`config.mk`:
```
export PLATFORM = sky130hd
export DESIGN_NAME = xor_phase_det
export DESIGN_NICKNAME = d
export VERILOG_FILES = /design/src/rtl/xpd_pkg.sv /design/src/rtl/xpd_edge_fsm.sv /design/src/rtl/xpd_retimer.sv /design/src/rtl/xpd_integrator.sv /design/src/rtl/xor_phase_det.sv
export SDC_FILE = /design/constraint.sdc
export NUM_CORES = 1
export LEC_CHECK = 0
export BUFFER_PORTS_ARGS = -buffer_cell sky130_fd_sc_hd__buf_2
export CELL_PAD_IN_SITES_DETAIL_PLACEMENT = 1
export CELL_PAD_IN_SITES_GLOBAL_PLACEMENT = 1
export CORE_ASPECT_RATIO = 1.4
export CORE_MARGIN = 1
export CORE_UTILIZATION = 41
export CTS_CLUSTER_DIAMETER = 120
export DETAILED_ROUTE_END_ITERATION = 8
export MAX_ROUTING_LAYER = met4
export PLACE_DENSITY = 0.82
export RECOVER_POWER = 100
export SETUP_SLACK_MARGIN = 0.02
export SYNTH_ARGS = -nofsm -noshare
export SYNTH_HDL_FRONTEND = slang
export SYNTH_SLANG_ARGS = --single-unit
```
`constraint.sdc`:
```
create_clock -name clk -period 4.4 [get_ports clk]
set_clock_uncertainty 0.15 [all_clocks]
set_input_delay 0.22 -clock clk [delete_from_list [all_inputs] [get_ports clk]]
set_output_delay 0.22 -clock clk [all_outputs]
set_load 0.01 [all_outputs]
```
`src/rtl/xpd_pkg.sv`:
```
package xpd_pkg;

    // Sampled recovered-clock level as seen by the edge tracker
    typedef enum logic {
        CK_LOW  = 1'b0,
        CK_HIGH = 1'b1
    } ck_state_t;

    // Integrator step chosen each fast-clock cycle
    typedef enum logic [1:0] {
        STEP_HOLD = 2'd0,
        STEP_UP   = 2'd1,
        STEP_DN   = 2'd2
    } step_t;

endpackage

```
`src/rtl/xpd_edge_fsm.sv`:
```
module xpd_edge_fsm
    import xpd_pkg::*;
(
    input  logic clk,
    input  logic rst,
    input  logic rck,
    output logic rise_evt,
    output logic fall_evt
);

    ck_state_t state_q;
    ck_state_t state_d;

    // State register
    always_ff @(posedge clk) begin
        if (rst) begin
            state_q <= CK_LOW;
        end else begin
            state_q <= state_d;
        end
    end

    // Next state: RISE and FALL transitions
    always_comb begin
        state_d = state_q;
        unique case (state_q)
            CK_LOW:  if (rck)  state_d = CK_HIGH;
            CK_HIGH: if (!rck) state_d = CK_LOW;
        endcase
    end

    // Edge event outputs
    always_comb begin
        rise_evt = 1'b0;
        fall_evt = 1'b0;
        unique case (state_q)
            CK_LOW:  rise_evt = rck;
            CK_HIGH: fall_evt = !rck;
        endcase
    end

endmodule

```
`src/rtl/xpd_retimer.sv`:
```
module xpd_retimer (
    input  logic clk,
    input  logic rst,
    input  logic din,
    input  logic rise_evt,
    input  logic fall_evt,
    output logic stage1,
    output logic p_raw,
    output logic r_raw
);

    logic stage2;

    // First stage samples data on the rising clock sample
    always_ff @(posedge clk) begin
        if (rst) begin
            stage1 <= 1'b0;
        end else if (rise_evt) begin
            stage1 <= din;
        end
    end

    // Second stage samples the first on the falling clock sample
    always_ff @(posedge clk) begin
        if (rst) begin
            stage2 <= 1'b0;
        end else if (fall_evt) begin
            stage2 <= stage1;
        end
    end

    assign p_raw = din ^ stage1;
    assign r_raw = stage1 ^ stage2;

endmodule

```
`src/rtl/xpd_integrator.sv`:
```
module xpd_integrator
    import xpd_pkg::*;
#(
    parameter int ACC_W = 16
) (
    input  logic                    clk,
    input  logic                    rst,
    input  logic                    up,
    input  logic                    dn,
    output logic signed [ACC_W-1:0] acc
);

    localparam logic signed [ACC_W-1:0] ACC_MAX = {1'b0, {(ACC_W-1){1'b1}}};
    localparam logic signed [ACC_W-1:0] ACC_MIN = {1'b1, {(ACC_W-1){1'b0}}};
    localparam logic signed [ACC_W-1:0] ONE     = {{(ACC_W-1){1'b0}}, 1'b1};

    step_t step;

    // Step decode
    always_comb begin
        unique case ({up, dn})
            2'b10:   step = STEP_UP;
            2'b01:   step = STEP_DN;
            default: step = STEP_HOLD;
        endcase
    end

    // Saturating accumulator
    always_ff @(posedge clk) begin
        if (rst) begin
            acc <= '0;
        end else begin
            unique case (step)
                STEP_UP:   if (acc != ACC_MAX) acc <= acc + ONE;
                STEP_DN:   if (acc != ACC_MIN) acc <= acc - ONE;
                STEP_HOLD: acc <= acc;
                default:   acc <= acc;
            endcase
        end
    end

endmodule

```
`src/rtl/xor_phase_det.sv`:
```
module xor_phase_det #(
    parameter int ACC_W = 16
) (
    input  logic                    clk,
    input  logic                    rst,
    input  logic                    din,
    input  logic                    rck,
    output logic                    up_pulse,
    output logic                    dn_pulse,
    output logic                    retimed,
    output logic signed [ACC_W-1:0] acc
);

    logic edge_rise;
    logic edge_fall;

    xpd_edge_fsm u_edge (
        .clk      (clk),
        .rst      (rst),
        .rck      (rck),
        .rise_evt (edge_rise),
        .fall_evt (edge_fall)
    );

    xpd_retimer u_retime (
        .clk      (clk),
        .rst      (rst),
        .din      (din),
        .rise_evt (edge_rise),
        .fall_evt (edge_fall),
        .stage1   (retimed),
        .p_raw    (up_pulse),
        .r_raw    (dn_pulse)
    );

    xpd_integrator #(
        .ACC_W (ACC_W)
    ) u_integ (
        .clk (clk),
        .rst (rst),
        .up  (up_pulse),
        .dn  (dn_pulse),
        .acc (acc)
    );

endmodule

```
# Yosys cells after proc, flatten, opt, wreduce, memory -nomap -nowiden
# Index checks and enable logic that the tools add are counted.
word_totals:
  register_bits: 19
  in_bits: 4
  out_inout_bits: 19
  word_cells: 26
classes:
  n_addsub: 2
  n_eq_ne: 8
  muxes: 7
  bitwise_logic: 2
  reduce_logical: 3
ops:
  columns: ["cell", "n"]
  rows:
  - ["16-bit two-way mux", 2]
  - ["16-bit inequality test (second input constant)", 2]
  - ["16-bit case mux with 2 select lines", 1]
  - ["16-bit by 2-bit adder with 16-bit output (second input constant)", 1]
  - ["16-bit by 2-bit subtractor with 16-bit output (second input constant)", 1]
  - ["2-bit by 1-bit equality test with 1-bit output (second input constant)", 2]
  - ["2-bit equality test (second input constant)", 2]
  - ["2-bit by 1-bit inequality test with 1-bit output (second input constant)", 2]
  - ["2-bit case mux with 2 select lines", 1]
  - ["1-bit two-way mux", 3]
  - ["3-bit AND reduction", 1]
  - ["2-bit nonzero test", 1]
  - ["1-bit bitwise XOR", 2]
  - ["1-bit zero test", 1]

# Logic depth before layout (Yosys ltp)
depth:
  depth_word: 6
  mapped_depth: 16
  mapped_depth_nobuf: 12

# Cells and area by module
# Synthesis repeated with hierarchy kept, for this count alone.
hier_totals:
  cells_unflattened: 159
  area_unflattened_um2: 1318.8
by_module_without_submodules:
  columns: ["module", "n_inst", "cells_each", "area_per_inst_um2", "seq_area_each_um2"]
  rows:
  - ["xpd_integrator", 1, 147, 1194.9, 320.3]
  - ["xpd_retimer", 1, 8, 85.1, 40.0]
  - ["xpd_edge_fsm", 1, 4, 38.8, 20.0]

# Worst setup path after synthesis
# No wires, ideal clock.
synth_path:
  kind: "register -> register"
  start: "register u_retime.stage1"
  end: "register u_integ.acc[14]"
  t_arrival_ps: 3544
  required_time_ps: 4129
  setup_slack_ps: 585
  stages_incl_launch_ff: 17
  n_path_buf: 4
  path_cell_list: "dfxtp_1 -> xnor2_1 -> inv_1 -> ha_1 -> buf_2 -> buf_2 -> buf_2 -> buf_1 -> xor2_1 -> ha_1 -> and3b_1 -> o21ai_1 -> a21oi_1 -> o31ai_1 -> o22ai_1 -> mux2_2 -> mux2_4"
synth_via:
  elab_chain_len: 6
synth_lines:
  columns: ["item", "line_no", "text"]
  rows:
  - ["from (decl)", "xpd_retimer.sv:7", "output logic stage1,"]
  - ["from (signal assigned)", "xpd_retimer.sv:19", "stage1 <= din;"]
  - ["1-bit bitwise XOR (*)", "xpd_retimer.sv:33", "assign r_raw = stage1 ^ stage2;"]
  - ["named net dn_pulse", "xor_phase_det.sv:9", "output logic dn_pulse,"]
  - ["2-bit by 1-bit equality test with 1-bit output or 2-bit equality test (tied branches)", "xpd_integrator.sv:21", "unique case ({up, dn})"]
  - ["2-bit case mux with 2 select lines (*)", "xpd_integrator.sv:21", null]
  - ["2-bit equality test or 2-bit by 1-bit equality test with 1-bit output (tied branches)", "xpd_integrator.sv:33", "unique case (step)"]
  - ["2-bit by 1-bit inequality test with 1-bit output (no source line) or 2-bit nonzero test (tied branches)", null, null]
  - ["3-bit AND reduction (no source line)", null, null]
  - ["to (signal assigned)", "xpd_integrator.sv:34", "STEP_UP: if (acc != ACC_MAX) acc <= acc + ONE;"]
  - ["to (signal assigned)", "xpd_integrator.sv:35", "STEP_DN: if (acc != ACC_MIN) acc <= acc - ONE;"]
  - ["to (decl)", "xpd_integrator.sv:10", "output logic signed [ACC_W-1:0] acc"]
# The timed path passes the listed nets; every way through them passes the cells marked *.
# A chain may end at the register's enable or synchronous reset.

# Worst setup path in the final report
layout_path:
  start: "register u_retime.stage1"
  end: "register u_integ.acc[14]"
layout_via:
  elab_chain_len: 6
layout_lines:
  columns: ["item", "line_no"]
  rows:
  - ["1-bit bitwise XOR (on tied branches)", "xpd_retimer.sv:33, xpd_retimer.sv:32"]
  - ["2-bit by 1-bit equality test with 1-bit output or 2-bit equality test (tied branches)", "xpd_integrator.sv:21"]
  - ["2-bit case mux with 2 select lines (*)", "xpd_integrator.sv:21"]
  - ["2-bit equality test or 2-bit by 1-bit equality test with 1-bit output (tied branches)", "xpd_integrator.sv:33"]
  - ["2-bit by 1-bit inequality test with 1-bit output (no source line) or 2-bit nonzero test (tied branches)", null]
  - ["3-bit AND reduction (no source line)", null]
# Mark *: on every way between the ends. The rest lies on a longest branch, timed or not.

==> metrics.yaml <==
min-delay-path-class: "primary input to register"
hold_viol: 0
root_buffer: "clkbuf_8"
syn_area_per_cell_um2: 7.25
die_area_um2: 4260
leakage_nw: 0.619
drv_cap: 0
post_drt_via_cell_ratio: 6.02
ys_ff_latch: 19
path_cells: "xnor2_1 > ha_1 > xor2_1 > ha_1 > and3b_1 > o21ai_0 > a21oi_1 > o31ai_1 > o22ai_1 > mux2_2 > mux2_1"
n_fill_cell: 503
worst_slew_pin_slew_ns: 0.938
postCtsHoldBufs: 0
seq_area_um2: 380
clkPwrFrac_pct: 27.0
place_hpwl_um: 3260
initial_core_util_pct: 43.8
timing.hold.ws_ns: 0.0501
rows: 26
seq_power_share_pct: 45.1
swShare_pct: 35.9
tns_ns: 0
switchingPower_mw: 0.168
io_buffers: 22
place_congestion: 0.891
crit_slowest_cell: "ha_1"
timing.slew.headroom_pct: 37.5
die_w_um: 55.4
final_util_pct: 46.3
drt_pass1_iterations: 4
drv_slew: 0
status: "finished, final reports clean"
grt_overflow: 0
synth-edff-count: 0
crit_type: "register to register"
synth_top_flop_cell: "dfxtp_1"
cts_tree: "built"
cts_setup_buffers: 0
p_int_mw: 0.300
final_nets: 242
layout_commonest_cell: "nor2_1"
core_area_um2: 3740
grt_max_degree: 23
max_freq_mhz: 273
antenna_left: 0
area_growth_pct: 5.57
die_y_um: 76.8
ir_drop_mv: 0.145
powerDensity_nw_per_um2: 271
critPathArrivalTime_ns: 3.66
synth_cells: 226
critPathLaunchType: "register"
via_count: 1655
synth_area_um2: 1640
track_usage_pct: 22.9
seq_area_frac_synth_pct: 23.2
synth_nets: 234
grt_pass1_vias: 1567
worstPathMaxFanout: 14
htreeDepth: 1
cpMostUsedCell: "ha_1"
crit_family: "compound AO/OA/AOI/OAI gates"
cp_num_buf_inv: 0
multi_input_area_um2: 1130
cp-end-kind: "register"
n_antenna_cell: 0
synth_warnings: 0
grt_pass1_wl_um: 7710
max_stage_delay_ns: 0.57
synthArstFlopShare_pct: 0
ys_types: 55
period_share_pct: 83.3
required_ns: 4.40
clockBufferDepth: 2
drive_gt1_share_pct: 5.58
cts_made_buffers: 3
layout_common_cells: "nor2_1, clkbuf_1, dfxtp_1"
power_frac_comb_pct: 27.9
routed_wl_um: 4580
cts.sinks: 19
num_io_pins: 23
grt_antenna_before_repair: 0
clk_pin_slew_ns: 0.07
drt_iter0_drc: 46
rsz0062_at_grt: "false"
insertion_delay_ns: 0.26
setup_viol: 0
remaining_drc_errors: 0
cts-resized-gates: 0
min_period_ns: 3.66
routedWlPerCell_um: 16.7
[metal layers]
layer / global-route usage, % / wire (um) / vias to the layer above
met5: - / 0 / -
met4: 7.50 / 72 / 0
met3: 1.69 / 106 / 9
met2: 39.3 / 2310 / 30
met1: 28.2 / 2100 / 800
li1: - / - / 816
[layout make-up]
| class | count | area share [%] |
|---|---|---|
| Multi-Input combinational cell | 179 | 65.2 |
| Sequential cell | 19 | 22.0 |
| Clock buffer | 3 | 2.39 |
| Tap cell | 42 | 3.04 |
| Inverter | 8 | 1.74 |
| Clock inverter | 1 | 0.289 |
| Timing Repair Buffer | 23 | 5.35 |
[cell families (layout without fill, tap and decap cells)]
kind of cell               count (synthesis)  after routing  share of synthesized area (%)
DFF                                       19             19                           23.2
adders and majority gates                  4              4                           3.05
buffers and inverters                     28             35                           7.33
AOI/OAI and AO/OA                         52             52                           21.6
and+or+nand+nor                           97             97                           29.8
muxes                                      7              7                           4.81
xor gates and xnor gates                  19             19                           10.2
[synthesized netlist by cell type (all sizes together) (5+ instances only)]
master  number  area share, %
nor2        33            7.6
dfxtp       19             23
nand2       14            3.2
a21oi       12            3.7
xnor2       12            6.4
clkbuf      11            2.5
buf          9            3.0
inv          8            1.8
nand3        8            2.4
nor3         8            2.4
o21ai        8            2.4
xor2         7            3.7
nand4        6            2.3
o22ai        5            2.3
[worst reg2reg max path: stages, from the launching register on]
cell,delay (ns)
dfxtp_1,0.36
xnor2_1,0.29
ha_1,0.57
xor2_1,0.14
ha_1,0.24
and3b_1,0.18
o21ai_0,0.33
a21oi_1,0.16
o31ai_1,0.42
o22ai_1,0.13
mux2_2,0.29
mux2_1,0.31
[metrics by stage]
step	worst slack (ns)	instance area [um^2]	cells	total power [mW]
floorplan	0.585	1640	226	0.313
global placement	0.998	1720	271	0.346
detailed placement	0.920	1720	271	0.348
CTS	0.892	1770	275	0.478
global route	0.451	1730	275	0.498
finish	0.735	1730	275	0.468
[sequential cells by signal (all words and copies together), names as in the netlist]
signal           count
u_retime.stage1      1
u_integ.acc         16
u_edge.state_q       1
u_retime.stage2      1
[power groups by stage]
stage	registers (mW)	logic, mW	clock network, mW
finish	0.211	0.131	0.127
global route	0.215	0.145	0.138
CTS	0.211	0.135	0.132
detailed placement	0.215	0.134	0
global placement	0.214	0.132	0
floorplan	0.203	0.110	0
[final timing paths]
kind	slack, ns	to	depth (start not counted)	start
worst min-delay path	0.05	u_edge.state_q$_SDFF_PP0_	2	rck
worst max-delay path	0.74	u_integ.acc[14]$_SDFFE_PP0P_	11	u_retime.stage1$_SDFFE_PP0P_
worst max register to register	0.74	u_integ.acc[14]$_SDFFE_PP0P_	11	u_retime.stage1$_SDFFE_PP0P_
worst min register to register	0.38	u_retime.stage2$_SDFFE_PP0P_	2	u_retime.stage2$_SDFFE_PP0P_
Note: power is estimated with default switching activity, not from simulation.
